<file path="src/rtl/hvl_pkg.sv">
package hvl_pkg;
  localparam int FP_W   = 16;
  localparam int EXP_W  = 5;
  localparam int FRAC_W = FP_W - EXP_W - 1;
  localparam int SIG_W  = FRAC_W + 1;
  localparam int BIAS   = (1 << (EXP_W - 1)) - 1;
  localparam int EXT_W  = EXP_W + 3;
  localparam int OP_W   = 6;

  localparam logic [EXP_W-1:0]  EXP_ONES  = {EXP_W{1'b1}};
  localparam logic [FRAC_W-1:0] FRAC_ZERO = '0;
  localparam logic [FP_W-1:0]   QNAN      = {1'b0, EXP_ONES, 1'b1, {(FRAC_W-1){1'b0}}};
  localparam logic [FP_W-1:0]   FP_ONE    = {1'b0, 1'b0, {(EXP_W-1){1'b1}}, FRAC_ZERO};

  localparam logic signed [EXT_W-1:0] X_ZERO = '0;
  localparam logic signed [EXT_W-1:0] X_ONE  = EXT_W'(1);
  localparam logic signed [EXT_W-1:0] X_TWO  = EXT_W'(2);
  localparam logic signed [EXT_W-1:0] X_BIAS = EXT_W'(BIAS);
  localparam logic signed [EXT_W-1:0] X_EMAX = EXT_W'((1 << EXP_W) - 1);

  localparam logic [OP_W-1:0] OPC_ADD    = 6'd31;
  localparam logic [OP_W-1:0] OPC_SUB    = 6'd32;
  localparam logic [OP_W-1:0] OPC_SUBREV = 6'd33;
  localparam logic [OP_W-1:0] OPC_MUL    = 6'd34;
  localparam logic [OP_W-1:0] OPC_MAC    = 6'd35;
  localparam logic [OP_W-1:0] OPC_MADMK  = 6'd36;
  localparam logic [OP_W-1:0] OPC_MADAK  = 6'd37;

  typedef enum logic [1:0] {OM_NONE = 2'd0, OM_X2 = 2'd1, OM_X4 = 2'd2, OM_HALF = 2'd3} omod_e;

  function automatic logic op_known(logic [OP_W-1:0] op);
    return (op >= OPC_ADD) && (op <= OPC_MADAK);
  endfunction

  function automatic logic signed [EXT_W-1:0] xe(logic [EXP_W-1:0] e);
    return signed'({{(EXT_W-EXP_W){1'b0}}, e});
  endfunction

  // Round a normalised significand to nearest-even and pack it; handles
  // carry-out of rounding, overflow to infinity and flush of tiny results.
  function automatic logic [FP_W-1:0] pack_rne(logic s, logic signed [EXT_W-1:0] e,
                                               logic [SIG_W-1:0] sig, logic g, logic st);
    logic [SIG_W:0] r;
    logic signed [EXT_W-1:0] ef;
    r  = {1'b0, sig} + {{SIG_W{1'b0}}, g & (st | sig[0])};
    ef = e;
    if (r[SIG_W]) begin
      ef = e + X_ONE;
      r  = r >> 1;
    end
    if (ef >= X_EMAX) return {s, EXP_ONES, FRAC_ZERO};
    if (ef <= X_ZERO) return {s, {(FP_W-1){1'b0}}};
    return {s, ef[EXP_W-1:0], r[FRAC_W-1:0]};
  endfunction
endpackage

</file>
<file path="src/rtl/hvl_opnd.sv">
module hvl_opnd
  import hvl_pkg::*;
(
  input  logic [FP_W-1:0] raw,
  input  logic            neg,
  input  logic            abs_en,
  output logic [FP_W-1:0] y
);
  always_comb begin
    y = raw;
    if (abs_en) y[FP_W-1] = 1'b0;
    if (neg)    y[FP_W-1] = ~y[FP_W-1];
    // subnormal or zero: keep only the sign
    if (y[FP_W-2 -: EXP_W] == '0) y[FP_W-2:0] = '0;
  end
endmodule

</file>
<file path="src/rtl/hvl_fmul.sv">
module hvl_fmul
  import hvl_pkg::*;
(
  input  logic [FP_W-1:0] a,
  input  logic [FP_W-1:0] b,
  output logic [FP_W-1:0] y
);
  localparam int PROD_W = 2 * SIG_W;

  logic              sa, sb, s;
  logic [EXP_W-1:0]  ea, eb;
  logic [FRAC_W-1:0] fa, fb;
  logic              a_nan, b_nan, a_inf, b_inf, a_zero, b_zero;
  logic [PROD_W-1:0] prod;
  logic [SIG_W-1:0]  sig;
  logic              g, st;
  logic signed [EXT_W-1:0] e;

  always_comb begin
    {sa, ea, fa} = a;
    {sb, eb, fb} = b;
    s      = sa ^ sb;
    a_nan  = (ea == EXP_ONES) && (fa != '0);
    b_nan  = (eb == EXP_ONES) && (fb != '0);
    a_inf  = (ea == EXP_ONES) && (fa == '0);
    b_inf  = (eb == EXP_ONES) && (fb == '0);
    a_zero = (ea == '0);
    b_zero = (eb == '0);
    prod   = {{SIG_W{1'b0}}, 1'b1, fa} * {{SIG_W{1'b0}}, 1'b1, fb};
    e      = xe(ea) + xe(eb) - X_BIAS;
    if (prod[PROD_W-1]) begin
      sig = prod[PROD_W-1 -: SIG_W];
      g   = prod[PROD_W-1-SIG_W];
      st  = |prod[PROD_W-2-SIG_W:0];
      e   = e + X_ONE;
    end else begin
      sig = prod[PROD_W-2 -: SIG_W];
      g   = prod[PROD_W-2-SIG_W];
      st  = |prod[PROD_W-3-SIG_W:0];
    end
    if (a_nan || b_nan || (a_inf && b_zero) || (b_inf && a_zero)) y = QNAN;
    else if (a_inf || b_inf)   y = {s, EXP_ONES, FRAC_ZERO};
    else if (a_zero || b_zero) y = {s, {(FP_W-1){1'b0}}};
    else                       y = pack_rne(s, e, sig, g, st);
  end
endmodule

</file>
<file path="src/rtl/hvl_fadd.sv">
module hvl_fadd
  import hvl_pkg::*;
(
  input  logic [FP_W-1:0] a,
  input  logic [FP_W-1:0] b,
  output logic [FP_W-1:0] y
);
  localparam int WORK_W = SIG_W + 3;
  localparam int ALN_W  = 2 * SIG_W + 2;
  localparam logic [EXP_W-1:0] ALN_LIM = EXP_W'(ALN_W);

  logic              sa, sb, sl, ss;
  logic [EXP_W-1:0]  ea, eb, el, es, dsh, lz;
  logic [FRAC_W-1:0] fa, fb, fl, fs;
  logic              a_nan, b_nan, a_inf, b_inf, a_zero, b_zero, found;
  logic [ALN_W-1:0]  aln;
  logic [WORK_W-1:0] maw, mbw, dif, nrm;
  logic [WORK_W:0]   sum;
  logic signed [EXT_W-1:0] ex;

  always_comb begin
    {sa, ea, fa} = a;
    {sb, eb, fb} = b;
    a_nan  = (ea == EXP_ONES) && (fa != '0);
    b_nan  = (eb == EXP_ONES) && (fb != '0);
    a_inf  = (ea == EXP_ONES) && (fa == '0);
    b_inf  = (eb == EXP_ONES) && (fb == '0);
    a_zero = (ea == '0);
    b_zero = (eb == '0);
    if (a[FP_W-2:0] >= b[FP_W-2:0]) begin
      {sl, el, fl} = a; {ss, es, fs} = b;
    end else begin
      {sl, el, fl} = b; {ss, es, fs} = a;
    end
    dsh = el - es;
    aln = {1'b1, fs, {(ALN_W-SIG_W){1'b0}}} >> dsh;
    maw = {1'b1, fl, {(WORK_W-SIG_W){1'b0}}};
    mbw = {aln[ALN_W-1 -: WORK_W-1],
           aln[ALN_W-WORK_W] | (|aln[ALN_W-WORK_W-1:0]) | (dsh >= ALN_LIM)};
    sum   = '0;
    dif   = '0;
    lz    = '0;
    found = 1'b0;
    if (sl == ss) begin
      sum = {1'b0, maw} + {1'b0, mbw};
      if (sum[WORK_W]) begin
        nrm = {sum[WORK_W:2], sum[1] | sum[0]};
        ex  = xe(el) + X_ONE;
      end else begin
        nrm = sum[WORK_W-1:0];
        ex  = xe(el);
      end
    end else begin
      dif = maw - mbw;
      for (int i = 0; i < WORK_W; i++) begin
        if (!found && dif[WORK_W-1-i]) begin
          lz    = EXP_W'(i);
          found = 1'b1;
        end
      end
      nrm = dif << lz;
      ex  = xe(el) - xe(lz);
    end
    if (a_nan || b_nan || (a_inf && b_inf && (sa != sb))) y = QNAN;
    else if (a_inf)              y = a;
    else if (b_inf)              y = b;
    else if (a_zero && b_zero)   y = {sa & sb, {(FP_W-1){1'b0}}};
    else if (a_zero)             y = b;
    else if (b_zero)             y = a;
    else if (sl != ss && dif == '0) y = '0;
    else y = pack_rne(sl, ex, nrm[WORK_W-1 -: SIG_W], nrm[WORK_W-1-SIG_W],
                      |nrm[WORK_W-2-SIG_W:0]);
  end
endmodule

</file>
<file path="src/rtl/hvl_post.sv">
module hvl_post
  import hvl_pkg::*;
(
  input  logic [FP_W-1:0] r,
  input  logic            scale_en,
  input  logic [1:0]      omod,
  input  logic            clamp_en,
  output logic [FP_W-1:0] y
);
  logic              s;
  logic [EXP_W-1:0]  e;
  logic [FRAC_W-1:0] f;
  logic [FP_W-1:0]   t;
  logic signed [EXT_W-1:0] adj;

  always_comb begin
    {s, e, f} = r;
    t = r;
    unique case (omod_e'(omod))
      OM_X2:   adj = X_ONE;
      OM_X4:   adj = X_TWO;
      OM_HALF: adj = -X_ONE;
      default: adj = X_ZERO;
    endcase
    // scaling only touches finite non-zero values of the accumulate form
    if (scale_en && adj != X_ZERO && e != '0 && e != EXP_ONES)
      t = pack_rne(s, xe(e) + adj, {1'b1, f}, 1'b0, 1'b0);
    y = t;
    if (clamp_en) begin
      if (t[FP_W-2 -: EXP_W] == EXP_ONES && t[FRAC_W-1:0] != '0) y = '0;
      else if (t[FP_W-1])                        y = '0;
      else if (t[FP_W-2:0] > FP_ONE[FP_W-2:0])   y = FP_ONE;
    end
  end
endmodule

</file>
<file path="src/rtl/hvl_lane.sv">
module hvl_lane
  import hvl_pkg::*;
(
  input  logic              clk,
  input  logic              rst_n,
  input  logic              in_valid,
  output logic              in_ready,
  input  logic [OP_W-1:0]   in_op,
  input  logic [FP_W-1:0]   in_src0,
  input  logic [FP_W-1:0]   in_src1,
  input  logic [FP_W-1:0]   in_dst,
  input  logic [FP_W-1:0]   in_lit,
  input  logic [1:0]        in_neg,
  input  logic [1:0]        in_abs,
  input  logic              in_clamp,
  input  logic [1:0]        in_omod,
  output logic              out_valid,
  input  logic              out_ready,
  output logic [FP_W-1:0]   out_res
);
  localparam int N_SRC  = 2;
  localparam int N_OPND = N_SRC + 2;
  localparam int I_S0 = 0, I_S1 = 1, I_DST = 2, I_LIT = 3;

  logic [FP_W-1:0]   raw [N_OPND];
  logic [FP_W-1:0]   opv [N_OPND];
  logic [N_OPND-1:0] negv, absv;
  logic [FP_W-1:0]   mul_b, prod, add_x, add_y, sum, pre, post_r, res;

  always_comb begin
    raw[I_S0]  = in_src0;
    raw[I_S1]  = in_src1;
    raw[I_DST] = in_dst;
    raw[I_LIT] = in_lit;
  end
  assign negv = {{(N_OPND-N_SRC){1'b0}}, in_neg};
  assign absv = {{(N_OPND-N_SRC){1'b0}}, in_abs};

  genvar gi;
  generate
    for (gi = 0; gi < N_OPND; gi++) begin : g_opnd
      hvl_opnd u_opnd (.raw(raw[gi]), .neg(negv[gi]), .abs_en(absv[gi]), .y(opv[gi]));
    end
  endgenerate

  assign mul_b = (in_op == OPC_MADMK) ? opv[I_LIT] : opv[I_S1];
  hvl_fmul u_fmul (.a(opv[I_S0]), .b(mul_b), .y(prod));

  always_comb begin
    add_x = opv[I_S0];
    add_y = opv[I_S1];
    case (in_op)
      OPC_SUB:    add_y = {~opv[I_S1][FP_W-1], opv[I_S1][FP_W-2:0]};
      OPC_SUBREV: begin
        add_x = opv[I_S1];
        add_y = {~opv[I_S0][FP_W-1], opv[I_S0][FP_W-2:0]};
      end
      OPC_MAC:    begin add_x = prod; add_y = opv[I_DST]; end
      OPC_MADMK:  begin add_x = prod; add_y = opv[I_S1];  end
      OPC_MADAK:  begin add_x = prod; add_y = opv[I_LIT]; end
      default: ;
    endcase
  end
  hvl_fadd u_fadd (.a(add_x), .b(add_y), .y(sum));

  assign pre = (in_op == OPC_MUL) ? prod : sum;
  hvl_post u_post (.r(pre), .scale_en(in_op == OPC_MAC), .omod(in_omod),
                   .clamp_en(in_clamp), .y(post_r));
  assign res = op_known(in_op) ? post_r : '0;

  assign in_ready = !out_valid || out_ready;

  always_ff @(posedge clk or negedge rst_n) begin
    if (!rst_n) begin
      out_valid <= 1'b0;
      out_res   <= '0;
    end else if (in_valid && in_ready) begin
      out_valid <= 1'b1;
      out_res   <= res;
    end else if (out_ready) begin
      out_valid <= 1'b0;
    end
  end

  a_r12_hold: assert property (@(posedge clk) disable iff (!rst_n)
    out_valid && !out_ready |=> out_valid && $stable(out_res));
  a_r12_latency: assert property (@(posedge clk) disable iff (!rst_n)
    in_valid && in_ready |=> out_valid);
  a_r10_clamp_range: assert property (@(posedge clk) disable iff (!rst_n)
    in_valid && in_ready && in_clamp |=> !out_res[FP_W-1] && out_res <= FP_ONE);
  a_r11_undef_zero: assert property (@(posedge clk) disable iff (!rst_n)
    in_valid && in_ready && !op_known(in_op) |=> out_res == '0);
  a_r8_canon_nan: assert property (@(posedge clk) disable iff (!rst_n)
    out_valid && out_res[FP_W-2 -: EXP_W] == EXP_ONES && out_res[FRAC_W-1:0] != '0
    |-> out_res == QNAN);
endmodule

</file>
<file path="config.mk">
export PLATFORM = sky130hd
export DESIGN_NAME = hvl_lane
export DESIGN_NICKNAME = d
export VERILOG_FILES = /design/src/rtl/hvl_pkg.sv /design/src/rtl/hvl_opnd.sv /design/src/rtl/hvl_fmul.sv /design/src/rtl/hvl_fadd.sv /design/src/rtl/hvl_post.sv /design/src/rtl/hvl_lane.sv
export SDC_FILE = /design/constraint.sdc
export NUM_CORES = 1
export LEC_CHECK = 0
export CORE_MARGIN = 5
export CORE_UTILIZATION = 63
export DETAILED_ROUTE_END_ITERATION = 12
export PLACE_DENSITY = 0.92
export SLEW_MARGIN = 20
export SYNTH_ARGS = -nofsm -noshare
export SYNTH_HDL_FRONTEND = slang
export SYNTH_SLANG_ARGS = --single-unit
</file>
<file path="constraint.sdc">
create_clock -name clk -period 1.6 [get_ports clk]
set_clock_uncertainty 0.1 [all_clocks]
set_input_delay 0.16 -clock clk [delete_from_list [all_inputs] [get_ports clk]]
set_output_delay 0.16 -clock clk [all_outputs]
set_load 0.01 [all_outputs]
</file>
==> results of run 1 <==
through the flow:
step           setup slack, ns  utilization  hold slack (ns)  cells  area [um^2]
3_3_place_gp            -16.75        0.967            0.370   3216        22000
2_1_floorplan           -16.93            -           -0.236   2140        15100
3_5_place_dp            -19.12        0.967            0.382   3216        22000
logic make-up after synthesis:
family / Yosys count / synth area share
simple gates: 859 / 0.288
compound gates: 653 / 0.314
buf+inv: 297 / 0.0793
fa+ha+maj: 205 / 0.219
xor+xnor: 78 / 0.0482
mux: 31 / 0.0228
flops: 17 / 0.0291
==> impl.org, run 1 <==
** Outcome
- Status :: aborted with a tool error
- Stage reached :: clock tree synthesis
- The tool reported: "[ERROR DPL-0038] Utilization greater than 100%, impossible to legalize".

** Die
- Width of the chip :: 162 um
- Initial Util :: 0.643
- In this run the core area contains 55 standard-cell rows.
- Die Height :: between 150 and 200 um
- Number of primary I/O pins :: between 90 and 100

** CTS
- Hold repair after CTS inserted 0 buffers.
- Number of sinks handled by clock tree synthesis :: 17
- Setup repair bufs after CTS :: 75
- Number of cells upsized or downsized after cts :: 293
- The number of clock buffers added by TritonCTS is 3.
- Number of levels the H-tree was split into :: 1
- Counting along the longest clock path gives a buffer depth of 2.
- Clock tree root driver cell :: clkbuf_16

** Synthesis
- After synthesis the netlist holds a flip-flop and latch count of 17.
- Mapped cell area :: approximately 15000 um^2
- Of the synthesized area, sequential elements account for 0.0291.
- Warnings, synthesis :: 0
- Post-synth top area share :: 0.115
- The average instance in the mapped netlist occupies 6.83 um^2.
- Fraction of registers with async set/reset :: 1.00
- The number of nets handed over by synthesis was approximately 2400.
- Most used flip-flop cell after synthesis :: dfrtp_1
- By count the netlist is led by 266 x nand2_1, 211 x nor2_1, 193 x inv_1.
- Number of distinct library cells after synthesis :: roughly 110
- Dominant cell by count in the synthesized netlist :: nand2_1
- The cell count after synthesis came out at roughly 2100.
- After synthesis, the cell types taking the most area are fa_1 12%, ha_1 10%, nand2_1 6.8%, nor2_1 5.4%, inv_1 5.0%.
- Of all cell types, the one taking the most synthesized area is fa_1.
- Number of enable flip-flop cells after synthesis :: 0

** Placement
- Placer's final routability congestion estimate :: 1.22
- Count of input and output buffers :: 98
- Summed over all nets, the half-perimeter wirelength after detailed placement is 77900 um.
==> run 2, diff against run 1 <==
--- a/config.mk
+++ b/config.mk
@@ -6,9 +6,9 @@
 export NUM_CORES = 1
 export LEC_CHECK = 0
 export CORE_MARGIN = 5
-export CORE_UTILIZATION = 63
+export CORE_UTILIZATION = 40
 export DETAILED_ROUTE_END_ITERATION = 12
-export PLACE_DENSITY = 0.92
+export PLACE_DENSITY_LB_ADDON = 0.15
 export SLEW_MARGIN = 20
 export SYNTH_ARGS = -nofsm -noshare
 export SYNTH_HDL_FRONTEND = slang
==> run 2 against run 1 <==
The flow now finishes, with violations (negative setup slack). Area after synthesis did not move. Synthesized cell count did not move.
==> impl.org, run 2 <==
** Outcome
- Status :: complete, but fails checks
- Violated checks :: negative setup slack

** Synthesis
- By count the netlist is led by 266 x nand2_1, 211 x nor2_1, 193 x inv_1.
- For this run, the register share of the synthesized area comes to 0.0291.
- Dominant cell by count in the synthesized netlist :: nand2_1
- Average size of a mapped cell :: 6.83 um^2
- Yosys mapped a number of flops with a built-in enable equal to 0.
- Top cells by area in the synthesized netlist :: fa_1 12%, ha_1 10%, nand2_1 6.8%, nor2_1 5.4%, inv_1 5.0%
- In this run, distinct cell masters in the synthesized netlist total ~110.
- Post-synth top area share :: 0.115
- The synthesized design spends more area on one cell type than any other, namely fa_1.
- Most used flip-flop cell after synthesis :: dfrtp_1
- After technology mapping, the gate count stands at 2140.
- Mapped cell area :: about 15000 um^2
- Fraction of registers with async set/reset :: 1.00
- Counting every net in the synthesized netlist gives 2426.
- The Yosys step of the flow raised 0 warnings.
- Flops & latches, synth :: 17

** Timing
- Setup repair after global routing could not meet its margin everywhere.
- Endpoints failing setup :: 16
- Once routing completed, OpenROAD measured the worst setup slack at -16.62 ns.
- Relative slew slack :: 0.327
- Share of the clock period used by the worst path after layout :: 11.4
- Worst-margin pin slew :: approximately 1.0 ns
- The number of hold violations in the final report was 0.
- The tightest hold path in the finished design has a slack of 0.135 ns.
- Final worst path period need :: between 15 and 20 ns
- Count of final max-slew check failures :: 0
- For this run, the top clock speed supported by timing is ~55 MHz.

** CTS
- The tree is rooted in a clkbuf_16.
- Max Root-Sink Buffers :: 2
- TritonCTS built the clock tree.
- Number of levels the H-tree was split into :: 1
- Clock latency on the worst-skew pair, taken at its later pin, is approximately 0.25 ns.
- Number of sinks handled by clock tree synthesis :: 17
- Clock tree synthesis inserted a total of 3 buffers.
- Clock transition at path regs :: 0.05 ns
- After clock tree synthesis, the flow added hold-fix buffers numbering 0.

** Layout
- Leading cell type in the layout, fill and taps excluded :: buf_4
- Commonest cells after routing, fill and taps aside :: 907 x buf_4, 251 x nand2_1, 190 x nor2_1, 174 x inv_1, 106 x a21oi_1
- The largest registers in the layout are out_res (16), out_valid (1).
- The repair_antennas step left the layout with diodes totalling 0.
- For this run, the share of the core covered by cells in the final layout is 0.695.
- The finished cells cover about 25000 um^2.
- Net count, final :: 3387
- Number of inserted filler cells in the final layout :: 3067
- The register with the most flip-flops in the final layout is out_res.
- Proportion of layout cells with a drive suffix above 1 :: 0.427
- Area growth from synthesis to final layout :: 72.8%
- The register with the most flip-flops in the layout has 16 of them.

** Critical path
- The worst setup path is of the input port to flip-flop kind.
- Required time reported for the critical path endpoint :: roughly 1.6 ns
- In this run the register-to-register setup slack is -0.20 ns.
- The largest individual stage delay along the critical path comes from the cell or4_4.
- Critical path capture point type :: flip-flop
- Data on the critical path arrives at its endpoint at approximately 18 ns.
- The largest single stage delay on the critical path is 0.56 ns.
- CP dominant cell by count :: buf_4
- STA classifies the critical path startpoint as an input port.
- The startpoint identified for the worst register-to-register timing path is out_valid.
- In this run the critical register-to-register path is captured at out_res[12].
- Number of cell instances on the worst register-to-register path :: 6
- Worst-path maximum fanout :: 8

** Hold path
- Worst hold path class :: input port to asynchronous set/reset pin

** Drt
- In the routed design, unresolved DRC markers number 0.
- Dividing the detail-routed via count by the number of cells gives 5.88.
- The routed layout has 21000 vias.
- DR iter-0 viols :: around 2000
- Post-route ant nets :: 0
- In the final routed layout, each cell accounts on average for approximately 21 um.
- The first TritonRoute pass finished after 6 iterations.
- The routed design has 73600 um of wire.

** Pwr
- Of the total power, combinational logic draws 0.984.
- Of the total power, the clock network draws 0.008.
- Standby leakage power :: roughly 12 nW
- Internal power comes to 31.2 mW.
- Of the total power, the share spent switching nets is 0.516.
- The design draws 64.4 mW.
- The analysis attributes to net switching a power of 33.2 mW.
- Sequential fraction of design power :: 0.008
- Peak VDD IR :: 0.00264 V
- Dividing total power by cell area gives a power density of 2550 nW/um^2.

** GRT
- Global-route total usage across every layer :: 0.338
- Vias in the first global route :: between 20000 and 25000
- Initial antenna violation count :: 1
- The first global-routing pass estimated 112000 um of wire.
- Summed over all layers, the global routing overflow is 0.
- Entering global routing, the biggest net connects 23 pins.

** Placement
- Summing all placed instances gives a cell area of 22500 um^2.
- Routability-driven placement finished with a final weighted congestion of approximately 1.0.
- Port buffering added 98 buffers.
- The HPWL after detailed placement is ~60000 um.

** Die
- Total die area :: 40500 um^2
- The die is 201 um wide.
- Number of primary I/O pins :: 99
- Rows :: 70
- Initial Util :: 0.402
- In this run the vertical extent of the chip is 201 um.
- The core region is 36300 um^2.

** Run
- Max-cap violations in this run came to 0.
==> run 2: routing by layer <==
metal  track usage  part of all wire
met3        0.0316             0.070
met5             0           0.00018
met1         0.483              0.44
met4        0.0789             0.031
met2         0.553              0.45
==> run 2: worst max path at each step <==
stage | endpoint | slack [ns] | cells past startpoint | start
2_1_floorplan | out_res[4] | -16.93 | 100 | in_op[4]
3_3_place_gp | out_res[4] | -17.62 | 89 | in_op[4]
3_5_place_dp | out_res[2] | -17.81 | 90 | in_op[5]
4_1_cts | out_res[6] | -16.24 | 90 | in_op[3]
5_1_grt | out_res[1] | -17.31 | 97 | in_op[3]
6_report | out_res[1] | -16.62 | 94 | in_op[3]
==> run 2: final cells by class <==
class,instances,area [um^2],share of cell area
flip-flops and latches,17,425,0.0168
well taps,468,586,0.0232
clock inverters,1,5.00,0.000198
multi-input cells,1827,15000,0.594
repair buffers,1054,8420,0.333
inverters,198,756,0.0299
clock buffers,3,75.1,0.00297
==> run 2: cell families after synthesis <==
| group | Yosys count | share of synthesized area |
|---|---|---|
| simple gates | 859 | 0.288 |
| compound gates | 653 | 0.314 |
| buf+inv | 297 | 0.0793 |
| fa+ha+maj | 205 | 0.219 |
| xor+xnor | 78 | 0.0482 |
| mux | 31 | 0.0228 |
| flops | 17 | 0.0291 |
==> run 2: what timing repair did <==
item | 4_1_cts | 5_1_grt
hold endpoints to repair | 0 | 0
cloned | 2 | 1
pin swaps | 118 | 95
setup endpoints to repair | 17 | 16
buffers inserted | 71 | 47
gates resized for setup | 186 | 200
==> run 2: worst max-delay path: cells and delay by family <==
kind / cells / cell delay [ns]
buffers and inverters: 38 / 4.91
AND/OR/NAND/NOR: 20 / 4.73
AO/OA/AOI/OAI: 25 / 4.62
adder cells (fa/ha/maj): 9 / 3.35
multiplexers: 1 / 0.31
XOR/XNOR: 1 / 0.14
==> run 2: power groups by stage <==
stage | Sequential, mW | Combinational [mW] | Clock, mW
4_1_cts | 0.521 | 57.5 | 0.503
3_3_place_gp | 0.528 | 52.4 | 0
6_report | 0.527 | 63.3 | 0.504
3_5_place_dp | 0.526 | 52.8 | 0
5_1_grt | 0.532 | 67.1 | 0.527
2_1_floorplan | 0.539 | 27.4 | 0
==> run 2: stage by stage <==
step	setup slack, ns	std cells	TNS [ns]
after detailed placement	-17.81	3448	-281.26
after floorplan	-16.93	2140	-264.98
after global routing	-17.31	3568	-272.27
after CTS	-16.24	3524	-256.11
final	-16.62	3568	-261.52
after global placement	-17.62	3448	-278.14
(Power assumes the default switching activity.)
